### config.mk
export PLATFORM = sky130hd
export DESIGN_NAME = regwin_ctl
export DESIGN_NICKNAME = d
export VERILOG_FILES = /design/src/rtl/regwin_pkg.sv /design/src/rtl/regwin_ptr_step.sv /design/src/rtl/regwin_trap_eval.sv /design/src/rtl/regwin_state.sv /design/src/rtl/regwin_ctl.sv
export SDC_FILE = /design/constraint.sdc
export NUM_CORES = 1
export LEC_CHECK = 0
export BUFFER_PORTS_ARGS = -buffer_cell sky130_fd_sc_hd__buf_2
export CAP_MARGIN = 20
export CELL_PAD_IN_SITES_DETAIL_PLACEMENT = 2
export CELL_PAD_IN_SITES_GLOBAL_PLACEMENT = 2
export CORE_ASPECT_RATIO = 0.8
export CORE_MARGIN = 2
export CORE_UTILIZATION = 25
export DETAILED_ROUTE_END_ITERATION = 8
export GPL_TIMING_DRIVEN = 0
export PLACE_DENSITY = 0.76
export SYNTH_ARGS = -nofsm -noshare
export SYNTH_HDL_FRONTEND = slang
export SYNTH_SLANG_ARGS = --single-unit
### constraint.sdc
create_clock -name clk -period 2.8 [get_ports clk]
set_input_delay 0.56 -clock clk [delete_from_list [all_inputs] [get_ports clk]]
set_output_delay 0.56 -clock clk [all_outputs]
set_load 0.01 [all_outputs]
### src/rtl/regwin_pkg.sv
package regwin_pkg;

   localparam int WSTATE_W = 6;
   localparam int TTYPE_W  = 3;

   typedef enum logic [1:0] {
      OP_SAVE    = 2'd0,
      OP_RESTORE = 2'd1,
      OP_RETURN  = 2'd2,
      OP_IDLE    = 2'd3
   } win_op_e;

   typedef enum logic [2:0] {
      TK_NONE      = 3'd0,
      TK_SPILL_NRM = 3'd1,
      TK_SPILL_OTH = 3'd2,
      TK_FILL_NRM  = 3'd3,
      TK_FILL_OTH  = 3'd4,
      TK_CLEAN     = 3'd5,
      TK_ALIGN     = 3'd6
   } trap_kind_e;

   typedef enum logic [2:0] {
      WS_PTR     = 3'd0,
      WS_SAVE    = 3'd1,
      WS_REST    = 3'd2,
      WS_CLEAN   = 3'd3,
      WS_ALT     = 3'd4,
      WS_WSTATE  = 3'd5
   } wr_sel_e;

   typedef struct packed {
      logic               hit;
      trap_kind_e         kind;
      logic [TTYPE_W-1:0] ttype;
   } trap_t;

endpackage

### src/rtl/regwin_ptr_step.sv
module regwin_ptr_step #(
   parameter int NWIN  = 8,
   parameter int PTR_W = 3
) (
   input  logic [PTR_W-1:0] cur,
   output logic [PTR_W-1:0] nxt_up,
   output logic [PTR_W-1:0] nxt_dn
);
   localparam bit             IS_POW2 = (NWIN == (1 << PTR_W));
   localparam logic [PTR_W-1:0] LAST  = PTR_W'(NWIN - 1);

   generate
      if (IS_POW2) begin : g_pow2
         // natural wrap of a full-width counter
         assign nxt_up = cur + 1'b1;
         assign nxt_dn = cur - 1'b1;
      end else begin : g_mod
         assign nxt_up = (cur == LAST) ? '0 : cur + 1'b1;
         assign nxt_dn = (cur == '0) ? LAST : cur - 1'b1;
      end
   endgenerate
endmodule

### src/rtl/regwin_trap_eval.sv
module regwin_trap_eval
   import regwin_pkg::*;
#(
   parameter int CNT_W = 3
) (
   input  logic                req_go,
   input  win_op_e             op,
   input  logic [CNT_W-1:0]    save_avail,
   input  logic [CNT_W-1:0]    rest_avail,
   input  logic [CNT_W-1:0]    clean_cnt,
   input  logic [CNT_W-1:0]    alt_cnt,
   input  logic [WSTATE_W-1:0] win_state,
   input  logic [1:0]          addr_lo,
   output trap_t               trap,
   output logic                do_save,
   output logic                do_restore
);
   logic               use_alt;
   logic [TTYPE_W-1:0] sel_tt;

   assign use_alt = |alt_cnt;
   assign sel_tt  = use_alt ? win_state[5:3] : win_state[2:0];

   // Spill/fill is checked first; clean-window and alignment only after.
   always_comb begin
      trap       = '{hit: 1'b0, kind: TK_NONE, ttype: '0};
      do_save    = 1'b0;
      do_restore = 1'b0;
      if (req_go) begin
         case (op)
            OP_SAVE: begin
               if (save_avail == '0) begin
                  trap.hit   = 1'b1;
                  trap.kind  = use_alt ? TK_SPILL_OTH : TK_SPILL_NRM;
                  trap.ttype = sel_tt;
               end else if (clean_cnt == rest_avail) begin
                  trap.hit   = 1'b1;
                  trap.kind  = TK_CLEAN;
               end else begin
                  do_save = 1'b1;
               end
            end
            OP_RESTORE, OP_RETURN: begin
               if (rest_avail == '0) begin
                  trap.hit   = 1'b1;
                  trap.kind  = use_alt ? TK_FILL_OTH : TK_FILL_NRM;
                  trap.ttype = sel_tt;
               end else if (op == OP_RETURN && addr_lo != 2'b00) begin
                  trap.hit   = 1'b1;
                  trap.kind  = TK_ALIGN;
               end else begin
                  do_restore = 1'b1;
               end
            end
            default: ;
         endcase
      end
   end
endmodule

### src/rtl/regwin_state.sv
module regwin_state
   import regwin_pkg::*;
#(
   parameter int NWIN  = 8,
   parameter int PTR_W = 3,
   parameter int WD_W  = 8
) (
   input  logic                clk,
   input  logic                rst_n,
   input  logic                wr_en,
   input  logic [2:0]          wr_sel,
   input  logic [WD_W-1:0]     wr_data,
   input  logic                do_save,
   input  logic                do_restore,
   input  logic [PTR_W-1:0]    ptr_up,
   input  logic [PTR_W-1:0]    ptr_dn,
   output logic [PTR_W-1:0]    ptr_q,
   output logic [PTR_W-1:0]    save_q,
   output logic [PTR_W-1:0]    rest_q,
   output logic [PTR_W-1:0]    clean_q,
   output logic [PTR_W-1:0]    alt_q,
   output logic [WSTATE_W-1:0] wstate_q
);
   localparam logic [PTR_W-1:0] ONE        = PTR_W'(1);
   localparam logic [PTR_W-1:0] SAVE_RST   = PTR_W'(NWIN - 2);
   localparam logic [PTR_W-1:0] CLEAN_RST  = PTR_W'(NWIN - 1);

   logic [PTR_W-1:0] wr_cnt;
   logic             unused_wr_hi;

   assign wr_cnt       = wr_data[PTR_W-1:0];
   assign unused_wr_hi = ^wr_data;

   always_ff @(posedge clk) begin
      if (!rst_n) begin
         ptr_q    <= '0;
         save_q   <= SAVE_RST;
         rest_q   <= '0;
         clean_q  <= CLEAN_RST;
         alt_q    <= '0;
         wstate_q <= '0;
      end else if (wr_en) begin
         case (wr_sel_e'(wr_sel))
            WS_PTR:    ptr_q    <= wr_cnt;
            WS_SAVE:   save_q   <= wr_cnt;
            WS_REST:   rest_q   <= wr_cnt;
            WS_CLEAN:  clean_q  <= wr_cnt;
            WS_ALT:    alt_q    <= wr_cnt;
            WS_WSTATE: wstate_q <= wr_data[WSTATE_W-1:0];
            default: ;
         endcase
      end else if (do_save) begin
         ptr_q  <= ptr_up;
         save_q <= save_q - ONE;
         rest_q <= rest_q + ONE;
      end else if (do_restore) begin
         ptr_q  <= ptr_dn;
         save_q <= save_q + ONE;
         rest_q <= rest_q - ONE;
      end
   end


   save_step_chk: assert property (@(posedge clk) disable iff (!rst_n)
      do_save |=> (save_q == $past(save_q) - ONE) && (rest_q == $past(rest_q) + ONE));


   restore_step_chk: assert property (@(posedge clk) disable iff (!rst_n)
      do_restore |=> (save_q == $past(save_q) + ONE) && (rest_q == $past(rest_q) - ONE));


   exclusive_update_chk: assert property (@(posedge clk) disable iff (!rst_n)
      wr_en |-> !(do_save || do_restore));
endmodule

### src/rtl/regwin_ctl.sv
module regwin_ctl
   import regwin_pkg::*;
#(
   parameter int NWIN   = 8,
   parameter int ADDR_W = 32,
   parameter int WD_W   = 8,
   localparam int PTR_W = (NWIN > 1) ? $clog2(NWIN) : 1
) (
   input  logic                clk,
   input  logic                rst_n,
   input  logic                req_valid,
   input  logic [1:0]          req_op,
   input  logic [ADDR_W-1:0]   ret_addr,
   input  logic                wr_en,
   input  logic [2:0]          wr_sel,
   input  logic [WD_W-1:0]     wr_data,
   output logic                trap_valid,
   output logic [2:0]          trap_kind,
   output logic [2:0]          trap_type,
   output logic [PTR_W-1:0]    win_ptr,
   output logic [PTR_W-1:0]    save_avail,
   output logic [PTR_W-1:0]    rest_avail,
   output logic [PTR_W-1:0]    clean_cnt,
   output logic [PTR_W-1:0]    alt_cnt,
   output logic [5:0]          win_state
);
   generate
      if (NWIN < 3) begin : g_bad_nwin
         $error("regwin_ctl: NWIN must be at least 3");
      end
      if (ADDR_W < 2) begin : g_bad_addr
         $error("regwin_ctl: ADDR_W must be at least 2");
      end
      if (WD_W < WSTATE_W || WD_W < PTR_W) begin : g_bad_wd
         $error("regwin_ctl: WD_W too narrow for the state registers");
      end
   endgenerate

   logic             req_go;
   logic             do_save, do_restore;
   logic [PTR_W-1:0] ptr_up, ptr_dn;
   trap_t            trap_n, trap_q;
   logic             unused_addr;

   assign req_go      = req_valid && !wr_en;
   assign unused_addr = ^ret_addr;

   regwin_ptr_step #(.NWIN(NWIN), .PTR_W(PTR_W)) u_step (
      .cur    (win_ptr),
      .nxt_up (ptr_up),
      .nxt_dn (ptr_dn)
   );

   regwin_trap_eval #(.CNT_W(PTR_W)) u_eval (
      .req_go     (req_go),
      .op         (win_op_e'(req_op)),
      .save_avail (save_avail),
      .rest_avail (rest_avail),
      .clean_cnt  (clean_cnt),
      .alt_cnt    (alt_cnt),
      .win_state  (win_state),
      .addr_lo    (ret_addr[1:0]),
      .trap       (trap_n),
      .do_save    (do_save),
      .do_restore (do_restore)
   );

   regwin_state #(.NWIN(NWIN), .PTR_W(PTR_W), .WD_W(WD_W)) u_state (
      .clk        (clk),
      .rst_n      (rst_n),
      .wr_en      (wr_en),
      .wr_sel     (wr_sel),
      .wr_data    (wr_data),
      .do_save    (do_save),
      .do_restore (do_restore),
      .ptr_up     (ptr_up),
      .ptr_dn     (ptr_dn),
      .ptr_q      (win_ptr),
      .save_q     (save_avail),
      .rest_q     (rest_avail),
      .clean_q    (clean_cnt),
      .alt_q      (alt_cnt),
      .wstate_q   (win_state)
   );

   always_ff @(posedge clk) begin
      if (!rst_n) trap_q <= '{hit: 1'b0, kind: TK_NONE, ttype: '0};
      else        trap_q <= trap_n;
   end

   assign trap_valid = trap_q.hit;
   assign trap_kind  = trap_q.kind;
   assign trap_type  = trap_q.ttype;


   trap_hold_chk: assert property (@(posedge clk) disable iff (!rst_n)
      trap_valid |-> ($stable(win_ptr) && $stable(save_avail) && $stable(rest_avail)
                      && $stable(clean_cnt) && $stable(win_state)));


   kind_idle_chk: assert property (@(posedge clk) disable iff (!rst_n)
      (trap_valid == (trap_kind != 3'd0)));


   fill_first_chk: assert property (@(posedge clk) disable iff (!rst_n)
      (req_go && req_op == 2'd2 && rest_avail == '0)
      |=> (trap_kind == 3'd3 || trap_kind == 3'd4));


   spill_only_empty_chk: assert property (@(posedge clk) disable iff (!rst_n)
      (req_go && req_op == 2'd0 && save_avail != '0)
      |=> (trap_kind != 3'd1 && trap_kind != 3'd2));


   write_blocks_req_chk: assert property (@(posedge clk) disable iff (!rst_n)
      wr_en |=> !trap_valid);
endmodule

==> out/results.txt <==
outcome -> finished clean
via count -> 1377
first-pass GRT wire length -> 7390 µm
RSZ-0062 raised after global routing -> no
Comb power frac -> 20.8%
worst skew pair latency -> 0.27 ns
Clock Skew -> 0.00510 ns
post-cts gate resize count -> 0
Sw Ratio -> 29.5%
largest net degree at the start of global routing -> 15
relative slew slack -> 53.6%
endpoints failing setup -> 0
WHS -> 0.489 ns
crit path kind -> in -> reg
Post-DP HPWL -> 3510 µm
synthesized net count -> 218
Initial Util -> 25.8%
row count -> 25
Register Area -> 561 µm²
Die Y -> 73.6 µm
FMAX -> 418 MHz
Post-CTS Setup Repair Bufs -> 0
drc violations -> 0
EDFF count, synth -> 0
Synth cell types -> 47
HP Class -> reg -> reg
total track usage -> 13.8%
vias per cell -> 4.76
switching pwr -> 0.245 mW
Max Buffers Root-to-Sink -> 2
min Tclk post-route -> 2.39 ns
Area growth syn-to-layout -> 23.3%
clock slew at reported path FFs -> 0.10 ns
final-stage net count -> 265
fin crit share -> 85.5%
CP cell instances -> buf_2, inv_1, ha_1, nand3_1, or2_1, buf_6, fa_1, xnor2_1, nor2_1, mux2i_1, a41o_1
clock network fraction of total power -> 27.1%
CP Capture Type -> register
Final Hold Fails -> 0
IO Pins -> 77
ant diodes -> 0
crit path launch type -> input pin
synthesized area per cell -> 9.30 µm²
initial antenna violation count -> 0
Multi-input gate area -> 896 µm²
port bufs -> 42
CP required -> 2.98 ns
Initial DRT Pass Iterations -> 4
Syn Inst Count -> 163
vias in the first global route -> 1423
Post-CTS Hold Buffers -> 0
final worst-path setup slack -> 0.407 ns
Die Area -> 6700 µm²
Int Power -> 0.585 mW
Synth Flop Type -> dfxtp_1
Finished Layout Cells -> 289
Yosys warning total -> 0
end-of-flow core utilization -> 31.8%
CP max stage delay -> 0.38 ns
MaxCap Viol Count -> 0
number of cells after detailed placement -> 286
total power -> 0.830 mW
H-tree depth reported by CTS -> 1
CP max-delay cell -> fa_1
Detailed Route Iter0 Violations -> 35
VDD IR-drop max -> 0.185 mV
Seq cells post-synth -> 28
Root Driver -> clkbuf_8
DR WL/cell -> 15.2 µm
Slew @ Worst Pin -> 0.689 ns
mapped cell area -> 1520 µm²
sequential area share after synthesis -> 37.0%
grt ovf -> 0
Finished Cell Area -> 1870 µm²
Async SR Flop Fraction -> 0%
final WL -> 4410 µm
CTS tree -> built
post-route ant nets -> 0
layout cell share with drive strength beyond 1 -> 26.9%
Die W -> 91.0 µm
pre-CTS setup slack -> 0.111 ns
Power Density -> 444 nW/µm²
total core area -> 5880 µm²
Slew Viols, Final -> 0
FILL cells -> 729
CP arrival -> 2.57 ns
Placement Cell Area -> 1830 µm²
clock sinks -> 28
static leakage -> 0.895 nW
TritonCTS buffer count -> 3
Sequential Power Share -> 52.1%
gpl congestion -> 0.798
setup TNS -> 0 ns
CP Max Fanout -> 6
==> routing by layer <==
metal	routed length [µm]	track usage, %
met1	2160	19.4
met2	1990	22.7
met3	258	2.87
met4	0	1.52
met5	0	0
==> placed cells by master, fill, tap and decap left out, types with 2 or more instances in the layout <==
master,instances
a21oi_1,7
inv_1,6
nor2b_1,10
mux2i_1,16
dfxtp_1,28
a41o_1,2
clkbuf_2,2
buf_2,42
fa_1,3
nand2_1,19
o21ai_0,6
nor3_1,4
nand3_1,5
nor2_1,7
o211a_1,2
nand4b_1,2
or3_1,2
xnor2_1,3
o311a_1,2
ha_1,3
clkbuf_1,2
o211ai_1,4
clkbuf_8,3
xor2_1,3
==> critical path: cells and delay by family <==
family,cells,cell delay [ns]
buffers and inverters,3,0.32
multiplexers,1,0.07
AO/OA/AOI/OAI,1,0.23
XOR/XNOR,1,0.15
adder cells (fa/ha/maj),2,0.64
AND/OR/NAND/NOR,3,0.59
==> cell usage after synthesis, types with 2 or more instances <==
library cell,n,area share (%)
xnor2_1,3,1.7
inv_1,6,1.5
nor3_1,4,1.3
fa_1,3,4.0
xor2_1,3,1.7
nand4b_1,2,1.2
nand3_1,5,1.7
clkbuf_2,2,0.66
o211a_1,2,1.3
a21oi_1,7,2.3
o21ai_0,6,2.0
dfxtp_1,28,37
nor2_1,7,1.7
clkbuf_1,2,0.50
nor2b_1,10,4.1
o211ai_1,4,2.0
o311a_1,2,1.3
ha_1,3,2.5
a41o_1,2,1.3
nand2_1,19,4.7
or3_1,2,0.83
mux2i_1,16,11
==> cell type report <==
cell class | count | area share [%]
multi-input combinational | 123 | 48.0
tap | 81 | 5.43
buffer | 6 | 1.94
timing repair buffer | 42 | 11.3
clock buffer | 3 | 2.21
inverter | 6 | 1.21
sequential | 28 | 30.0
==> kinds of logic after synthesis <==
kind of cell,synth area share (%)
AO/OA/AOI/OAI,14.0
XOR/XNOR,3.47
adder cells (fa/ha/maj),6.44
buffers and inverters,3.88
flip-flops,37.0
multiplexers,11.3
AND/OR/NAND/NOR,23.9
==> power by group through the flow <==
stage	registers, mW	clock network [mW]	logic [mW]
after floorplan	0.446	0	0.105
after global placement	0.442	0	0.168
after detailed placement	0.443	0	0.173
after CTS	0.433	0.233	0.174
after global routing	0.437	0.244	0.196
final	0.433	0.225	0.172
==> flip-flops by register name (all words and copies together) (netlist names) <==
name and cells:
u_state.alt_q 3, u_state.rest_q 3, u_state.wstate_q 6, u_state.save_q 3, u_state.clean_q 3, trap_valid 1, trap_kind 3, trap_type 3
u_state.ptr_q 3
==> worst paths after layout <==
kind	start	end	slack, ns	cells past startpoint
setup reg to reg	u_state.rest_q[0]$_SDFFE_PN0P_	u_state.ptr_q[2]$_SDFFE_PN0P_	0.50	9
setup / recovery	req_op[0]	u_state.ptr_q[2]$_SDFFE_PN0P_	0.41	11
hold reg to reg	u_state.wstate_q[1]$_SDFFE_PN0P_	trap_type[1]$_SDFF_PN0_	0.49	2
hold / removal	u_state.wstate_q[1]$_SDFFE_PN0P_	trap_type[1]$_SDFF_PN0_	0.49	2
(Power assumes the default switching activity.)
